`config.mk`:
```
export PLATFORM = sky130hd
export DESIGN_NAME = simd_mac_top
export DESIGN_NICKNAME = d
export VERILOG_FILES = /design/src/rtl/simd_mac_pkg.sv /design/src/rtl/simd_lane_mul.sv /design/src/rtl/simd_sad.sv /design/src/rtl/simd_mac_top.sv
export SDC_FILE = /design/constraint.sdc
export NUM_CORES = 2
export LEC_CHECK = 0
export ABC_AREA = 1
export BUFFER_PORTS_ARGS = -buffer_cell sky130_fd_sc_hd__buf_4
export CORE_MARGIN = 5
export CORE_UTILIZATION = 58
export DETAILED_ROUTE_END_ITERATION = 7
export PLACE_DENSITY = 0.75
export SYNTH_ARGS = -nofsm -noshare
export SYNTH_HDL_FRONTEND = slang
export SYNTH_SLANG_ARGS = --single-unit
export TNS_END_PERCENT = 50
```
`constraint.sdc`:
```
create_clock -name clk -period 16.8 [get_ports clk]
set_input_delay 3.36 -clock clk [delete_from_list [all_inputs] [get_ports clk]]
set_output_delay 3.36 -clock clk [all_outputs]
set_load 0.02 [all_outputs]
```
`src/rtl/simd_mac_pkg.sv`:
```
package simd_mac_pkg;
  localparam int WORD_W = 64;
  localparam int LANE_W = 16;
  localparam int LANES  = WORD_W / LANE_W;
  localparam int PROD_W = 2 * LANE_W + 1;   // room for sign of unsigned product
  localparam int BYTE_W = 8;
  localparam int BYTES  = WORD_W / BYTE_W;
  localparam int HALF_W = WORD_W / 2;

  typedef enum logic [3:0] {
    OP_PMADD_U = 4'd0,
    OP_PMADD_S = 4'd1,
    OP_MULLO_U = 4'd2,
    OP_MULLO_S = 4'd3,
    OP_MULHI_U = 4'd4,
    OP_MULHI_S = 4'd5,
    OP_MAC4_U  = 4'd6,
    OP_MAC4_S  = 4'd7,
    OP_SAD_B   = 4'd8,
    OP_SAD_H   = 4'd9,
    OP_ACC1    = 4'd10,
    OP_ACC2    = 4'd11
  } op_e;

  function automatic logic op_is_signed(input logic [3:0] code);
    case (code)
      OP_PMADD_S, OP_MULLO_S, OP_MULHI_S, OP_MAC4_S, OP_ACC1, OP_ACC2: return 1'b1;
      default: return 1'b0;
    endcase
  endfunction
endpackage

```
`src/rtl/simd_lane_mul.sv`:
```
module simd_lane_mul #(
  parameter int LW    = 16,
  parameter int NL    = 4,
  localparam int PW   = 2 * LW + 1,
  localparam int IN_W = LW * NL
) (
  input  logic              sgn,
  input  logic [IN_W-1:0]   a,
  input  logic [IN_W-1:0]   b,
  output logic [NL*PW-1:0]  prod
);
  genvar i;
  generate
    for (i = 0; i < NL; i++) begin : g_lane
      logic [LW-1:0]        la, lb;
      logic signed [LW:0]   xa, xb;
      logic signed [2*LW+1:0] p;
      assign la = a[i*LW +: LW];
      assign lb = b[i*LW +: LW];
      assign xa = $signed({sgn & la[LW-1], la});
      assign xb = $signed({sgn & lb[LW-1], lb});
      assign p  = xa * xb;
      assign prod[i*PW +: PW] = p[PW-1:0];
    end
  endgenerate
endmodule

```
`src/rtl/simd_sad.sv`:
```
module simd_sad #(
  parameter int DW = 64,
  parameter int BW = 8,
  parameter int HW = 16,
  localparam int NB = DW / BW,
  localparam int NH = DW / HW
) (
  input  logic          half_mode,
  input  logic [DW-1:0] a,
  input  logic [DW-1:0] b,
  output logic [DW-1:0] sum
);
  logic [DW-1:0] db [NB];
  logic [DW-1:0] dh [NH];

  genvar i;
  generate
    for (i = 0; i < NB; i++) begin : g_byte
      logic [BW-1:0] x, y;
      assign x = a[i*BW +: BW];
      assign y = b[i*BW +: BW];
      assign db[i] = DW'((x > y) ? (x - y) : (y - x));
    end
    for (i = 0; i < NH; i++) begin : g_half
      logic [HW-1:0] x, y;
      assign x = a[i*HW +: HW];
      assign y = b[i*HW +: HW];
      assign dh[i] = DW'((x > y) ? (x - y) : (y - x));
    end
  endgenerate

  always_comb begin
    sum = '0;
    if (half_mode) begin
      for (int k = 0; k < NH; k++) sum = sum + dh[k];
    end else begin
      for (int k = 0; k < NB; k++) sum = sum + db[k];
    end
  end
endmodule

```
`src/rtl/simd_mac_top.sv`:
```
module simd_mac_top
  import simd_mac_pkg::*;
(
  input  logic              clk,
  input  logic              rst,
  input  logic              in_valid,
  input  logic [3:0]        op,
  input  logic [WORD_W-1:0] src_a,
  input  logic [WORD_W-1:0] src_b,
  input  logic [WORD_W-1:0] acc_in,
  output logic              out_valid,
  output logic [WORD_W-1:0] result
);
  logic                    sgn;
  logic [LANES*PROD_W-1:0] prod;
  logic [WORD_W-1:0]       sad_sum;
  logic [WORD_W-1:0]       pe [LANES];
  logic [WORD_W-1:0]       mul_lo, mul_hi;
  logic [WORD_W-1:0]       pair_lo, pair_hi, mac4;
  logic [WORD_W-1:0]       nxt;

  assign sgn = op_is_signed(op);

  simd_lane_mul #(.LW(LANE_W), .NL(LANES)) u_mul (
    .sgn (sgn), .a (src_a), .b (src_b), .prod (prod)
  );

  simd_sad #(.DW(WORD_W), .BW(BYTE_W), .HW(LANE_W)) u_sad (
    .half_mode (op == OP_SAD_H), .a (src_a), .b (src_b), .sum (sad_sum)
  );

  genvar i;
  generate
    for (i = 0; i < LANES; i++) begin : g_ext
      logic [PROD_W-1:0] p;
      assign p      = prod[i*PROD_W +: PROD_W];
      assign pe[i]  = {{(WORD_W-PROD_W){p[PROD_W-1]}}, p};
      assign mul_lo[i*LANE_W +: LANE_W] = p[LANE_W-1:0];
      assign mul_hi[i*LANE_W +: LANE_W] = p[2*LANE_W-1:LANE_W];
    end
  endgenerate

  assign pair_lo = pe[0] + pe[1];
  assign pair_hi = pe[2] + pe[3];

  always_comb begin
    mac4 = '0;
    for (int k = 0; k < LANES; k++) mac4 = mac4 + pe[k];
  end

  always_comb begin
    case (op)
      OP_PMADD_U, OP_PMADD_S: nxt = {pair_hi[HALF_W-1:0], pair_lo[HALF_W-1:0]};
      OP_MULLO_U, OP_MULLO_S: nxt = mul_lo;
      OP_MULHI_U, OP_MULHI_S: nxt = mul_hi;
      OP_MAC4_U,  OP_MAC4_S:  nxt = mac4;
      OP_SAD_B,   OP_SAD_H:   nxt = sad_sum;
      OP_ACC1:                nxt = acc_in + pe[0];
      OP_ACC2:                nxt = acc_in + pe[0] + pe[1];
      default:                nxt = '0;
    endcase
  end

  always_ff @(posedge clk) begin
    if (rst) begin
      out_valid <= 1'b0;
      result    <= '0;
    end else begin
      out_valid <= in_valid;
      if (in_valid) result <= nxt;
    end
  end


  valid_follow_chk: assert property (@(posedge clk) disable iff (rst)
    in_valid |=> out_valid);

  valid_drop_chk: assert property (@(posedge clk) disable iff (rst)
    !in_valid |=> !out_valid);

  result_hold_chk: assert property (@(posedge clk) disable iff (rst)
    !in_valid |=> $stable(result));

  undef_zero_chk: assert property (@(posedge clk) disable iff (rst)
    (in_valid && op >= 4'd12) |=> (result == '0));

  sadb_range_chk: assert property (@(posedge clk) disable iff (rst)
    (in_valid && op == OP_SAD_B) |=> (result[WORD_W-1:11] == '0));

  reset_clear_chk: assert property (@(posedge clk)
    rst |=> (!out_valid && result == '0));
endmodule

```
Word-level counts from Yosys, hierarchy flattened
Cells that the tools add are included.

Flip-flop bits (word level): 65. Bits of input ports: 199. Output and inout bits: 65. Logic and storage cells: 99.

$add $sub $neg: 40. Multiply operators: 4. Magnitude comparators: 12. Equal/unequal tests: 11. Mux-type cells: 15. Bitwise logic cells: 8. Reductions and logical operators: 7.

Operators by type and width (count): $mux W64 (13); $add A64 B64 Y64 (12); $pmux W64 S7 (1); $sub A8 B8 Y9 (16); $sub A16 B16 Y17 (8); $mul A17 B17 Y33 (4); $gt A16 B16 Y1 (4); $gt A8 B8 Y1 (8); $add A35 B33 Y36 (1); $add A34 B33 Y35 (1); $add A33 B33 Y34 (1); $add A32 B32 Y32 (1); $eq A4 B3 Y1 const B (4); $eq A4 B4 Y1 const B (4); $reduce_or A2 Y1 (5); $and A1 B1 Y1 (8); $eq A4 B2 Y1 const B (2); $reduce_or A6 Y1 (1); $eq A4 B1 Y1 const B (1); $logic_not A4 Y1 (1); $mux W1 (1).

Longest topological paths before layout
Depth in word-level cells: 11. Gate-level depth with buffers: 65. Gate-level depth less buffers: 64.

By module
A second synthesis with hierarchy kept.

Cell total of the unflattened synthesis: 12679. Area, all modules: 83520.1 um^2.

By module, submodules not included: simd_lane_mul (instances 1, cells an instance 6072, area each 46049.2 um^2, sequential area each 0.0 um^2); simd_mac_top (instances 1, cells an instance 3921, area each 21608.2 um^2, sequential area each 1301.2 um^2); simd_sad (instances 1, cells an instance 2686, area each 15862.7 um^2, sequential area each 0.0 um^2).

Worst setup path before layout
No wires, ideal clock.

Kind: input to register. From: in op[2]. To: reg result[54]. Library setup time: 0.132 ns. Data arrival time: 12.504 ns. Data required time: 16.668 ns. Slack: 4.164 ns. Stages on the path: 51. Path buffers: 1. Cell sequence: inv_1 nand3_1 nand2_1 inv_2 buf_1 nor2_1 fa_1 inv_1 fa_1 inv_1 fa_1 fa_1 inv_1 fa_1 inv_1 fa_1 ha_1 nand2_1 [15 not listed] o21ai_0 nand3_1 nand2_1 and2_1 ha_1 nand2_1 nor2_1 inv_1 nor4_1 nand3_1 nand3_1 a21oi_1 nor2_1 nor2_1 nand2_1 nand3_1 nand2_1 a21oi_1.

Longest elaborated chain between the ends: 9. Elaborated cells between the ends (all ways): 39. Classes of those cells: add/sub (6); mul (4); eq/ne (11); mux (3); bitwise (8); reduce/logical (7).

RTL lines: start: declaration (RTL line simd_mac_top.sv:7) `input logic [3:0] op,`; $eq A4 B4 Y1, or another cell as far along (RTL line simd_mac_pkg.sv:26, simd_mac_top.sv:52); $reduce_or A6 Y1 (RTL line simd_mac_pkg.sv:26) `case (code)`; $mux W1 (RTL line simd_mac_pkg.sv:26); $and A1 B1 Y1 (on tied branches) (RTL line simd_lane_mul.sv:20, simd_lane_mul.sv:21); $mul A17 B17 Y33 (RTL line simd_lane_mul.sv:22) `assign p = xa * xb;`; $add A33 B33 Y34 (RTL line simd_mac_top.sv:48) `for (int k = 0; k < LANES; k++) mac4 = mac4 + pe[k];`; $add A34 B33 Y35 (RTL line simd_mac_top.sv:48); $add A35 B33 Y36 (RTL line simd_mac_top.sv:48); $pmux W64 S7 (*) (RTL line simd_mac_top.sv:52) `case (op)`; end signal: assignment (RTL line simd_mac_top.sv:70) `if (in_valid) result <= nxt;`; end: declaration (RTL line simd_mac_top.sv:12) `output logic [WORD_W-1:0] result`.

Mark *: on every way between the ends. The rest lies on a longest branch, timed or not. A chain may end at the register's enable or synchronous reset.

Final worst setup path
From: in op[2]. To: reg result[39].

The elaborated chain is that of the path after synthesis.

==> metrics.txt <==
total nets after synthesis=13,834; post-route worst setup slack=1.524 ns; die span in y=378.8 µm; floorplan row count=135; total number of vias=76,932; final core utilization=60.71%; # Post-CTS Setup Buffers=0; number of enable flip-flop cells after synthesis=0; global route overflow=0; sequential cell area fraction in the yosys report=1.650%; failing checks=design-rule violations; status=finished, violations left; min-delay worst type=register to register; Tightest Pin Transition=1.274 ns; global-route wire length before repair=460,400 µm; yosys synthesis warning count=0; GR Util met2=66.80%; met3 Resource Use GR=8.658%; number of inserted filler cells in the final layout=12,662; Total Wirelength=303,600 µm; library cell used as clock root buffer=sky130_fd_sc_hd__clkbuf_16; clock tree from TritonCTS=built; starting utilization of the core area=58.30%; highest-utilization routing layer at the global route stage=met2; share of synthesized flip-flops with an asynchronous set or reset=0%; Antenna Nets Post-Route=0; global-route usage over all layers=42.14%; vias per std cell=5.823; CP Class=input pin to register; final critical-path share of the clock period=90.93%; Syn Std Cell Area=0.07887 mm²; core area=0.1353 mm²; post-synthesis average cell area=6.860 µm²; main flop type after synthesis=sky130_fd_sc_hd__dfxtp_1; critical path data required time=17.01 ns; Reg2Reg Setup Slack=15.94 ns; pin count of the biggest net entering global routing=67; Final setup violation count=0; number of hold violations in the final report=0; Skew-Pair Late Insertion Delay=0.37 ns; Top cell by count, worst path=sky130_fd_sc_hd__nand2_1; net count of the finished layout=13,756; synthesis-to-finish area growth=4.139%; met1 usage=53.56%; max-cap check violation count=0; detailed router's first-iteration violation count=8,305; WL/cell=22.98 µm; number of global-route vias before repair=78,559; slowest stage cell on the critical path=sky130_fd_sc_hd__nor2_1; unrepaired setup endpoints after global routing=no; post-place setup slack=1.522 ns; total die area=0.1435 mm²; tightest slew margin relative to the limit=14.81%; Boundary Pins=264; total DRC errors in the routed layout=3; delay contributed by the slowest stage of the critical path=0.76 ns; Cell variety after synth=70; total clock buffers created by CTS=9; half-perimeter wire length after placement=258,600 µm; Clock Skews=0 ns; antenna violations before repair=11; clock input transition at the sequential cells of the worst setup and hold paths=0.06 ns; time the worst path needs with I/O delays and setup=15.28 ns; post-synthesis cell count=11,497; die width=378.8 µm; count of hold-fix buffers inserted at cts=0; maximum level of the CTS H-tree=3; achievable clock frequency=65.46 MHz; routability congestion estimate=1.115; startpoint type of the worst setup path=input pin; fraction of final layout cells sized beyond drive strength 1=3.703%; Fin Setup TNS=0 ns; final number of max-transition violations=0; worst-case clock buffer depth=2; maximum fanout along the worst path=45; FF+latch count, synth=65; Detailed Routing Iterations Pass 1=8; # resized after CTS=0; category of the worst setup path capture point=register; number of clock sinks=65; CP Data Arrival Time=15.49 ns; IO buf count=263
cell usage after synthesis (all sizes together), types with 37 or more instances:
cell	instances	area share [%]
nor2	817	3.9
xor2	199	2.2
ha	792	13
nand2	2743	13
nand4	68	0.54
buf	37	0.25
a21o	55	0.52
nand3	434	2.8
o21ai	504	3.2
fa	1346	34
inv	2778	13
dfxtp	65	1.6
xnor2	78	0.87
and2	45	0.36
or2	59	0.47
o21bai	59	0.56
o211ai	44	0.43
clkbuf	343	1.6
a21oi	687	4.4
nor3	72	0.46
final cells by class:
cell class                 count  area [µm²]  area share (%)
multi-input combinational   8272       65670           79.95
inverter                    2780       10440           12.70
tap                         1781        2228           2.713
timing repair buffer         291        2185           2.660
sequential                    65        1301           1.584
clock buffer                  10       239.0          0.2909
clock inverter                 5       56.30         0.06855
antenna                        8       20.02         0.02437
kinds of logic (layout without fill, tap and decap cells):
family / count (synthesis) / count (layout) / synth area share (%)
simple gates: 4304 / 4304 / 22.20
compound gates: 1541 / 1541 / 11.06
xor+xnor: 277 / 277 / 3.076
fa+ha+maj: 2138 / 2138 / 46.73
mux: 12 / 12 / 0.1523
other cells: 0 / 8 / 0
buf+inv: 3160 / 3086 / 15.13
flops: 65 / 65 / 1.650
worst paths after layout:
kind | cells past startpoint | startpoint | endpoint
setup / recovery | 55 | op[2] | result[39]
hold / removal | 2 | result[21] | result[21]
hold reg to reg | 2 | result[21] | result[21]
setup reg to reg | 2 | result[62] | result[62]
layer usage:
metal / wire length, µm / share of wire [%] / vias to the layer above
met5: 32 / 0.011 / -
met1: 115000 / 38 / 37030
li1: - / - / 34557
met3: 31670 / 10 / 1032
met4: 22660 / 7.5 / 6
met2: 134200 / 44 / 4307
flip-flops by register name, summed over array words and instances, names as in the netlist:
name	cells
out_valid	1
result	64
stage by stage:
step	std cells	hold slack (ns)	cell area, µm²
floorplan	11497	0.5450	78870
finish	13212	0.4700	82140
CTS	13204	0.4694	82120
global route	13204	0.4836	82120
detailed placement	13189	0.4582	81820
global placement	13189	0.4561	81820
critical path: cells and delay by family:
kind / cells / cell delay [ns]
AO/OA/AOI/OAI: 6 / 1.29
buffers and inverters: 12 / 1.84
AND/OR/NAND/NOR: 27 / 4.65
adder cells (fa/ha/maj): 10 / 4.31
layout by cell type, fill, tap and decap left out, drive strengths merged, types with 27 or more instances in the layout:
| cell type | count |
|---|---|
| nor2 | 817 |
| nor3 | 72 |
| ha | 792 |
| fa | 1346 |
| o211ai | 44 |
| xor2 | 199 |
| nand3 | 434 |
| a21boi | 27 |
| buf | 291 |
| nand4 | 68 |
| o21ai | 504 |
| nand2 | 2743 |
| a21o | 55 |
| and2 | 45 |
| a31oi | 30 |
| inv | 2778 |
| o21bai | 59 |
| nand3b | 35 |
| or2 | 59 |
| xnor2 | 78 |
| dfxtp | 65 |
| a21oi | 687 |
Power is left out: the tool's default activity adds up to more than one toggle a clock period on the data nets, which glitch-free logic cannot reach.
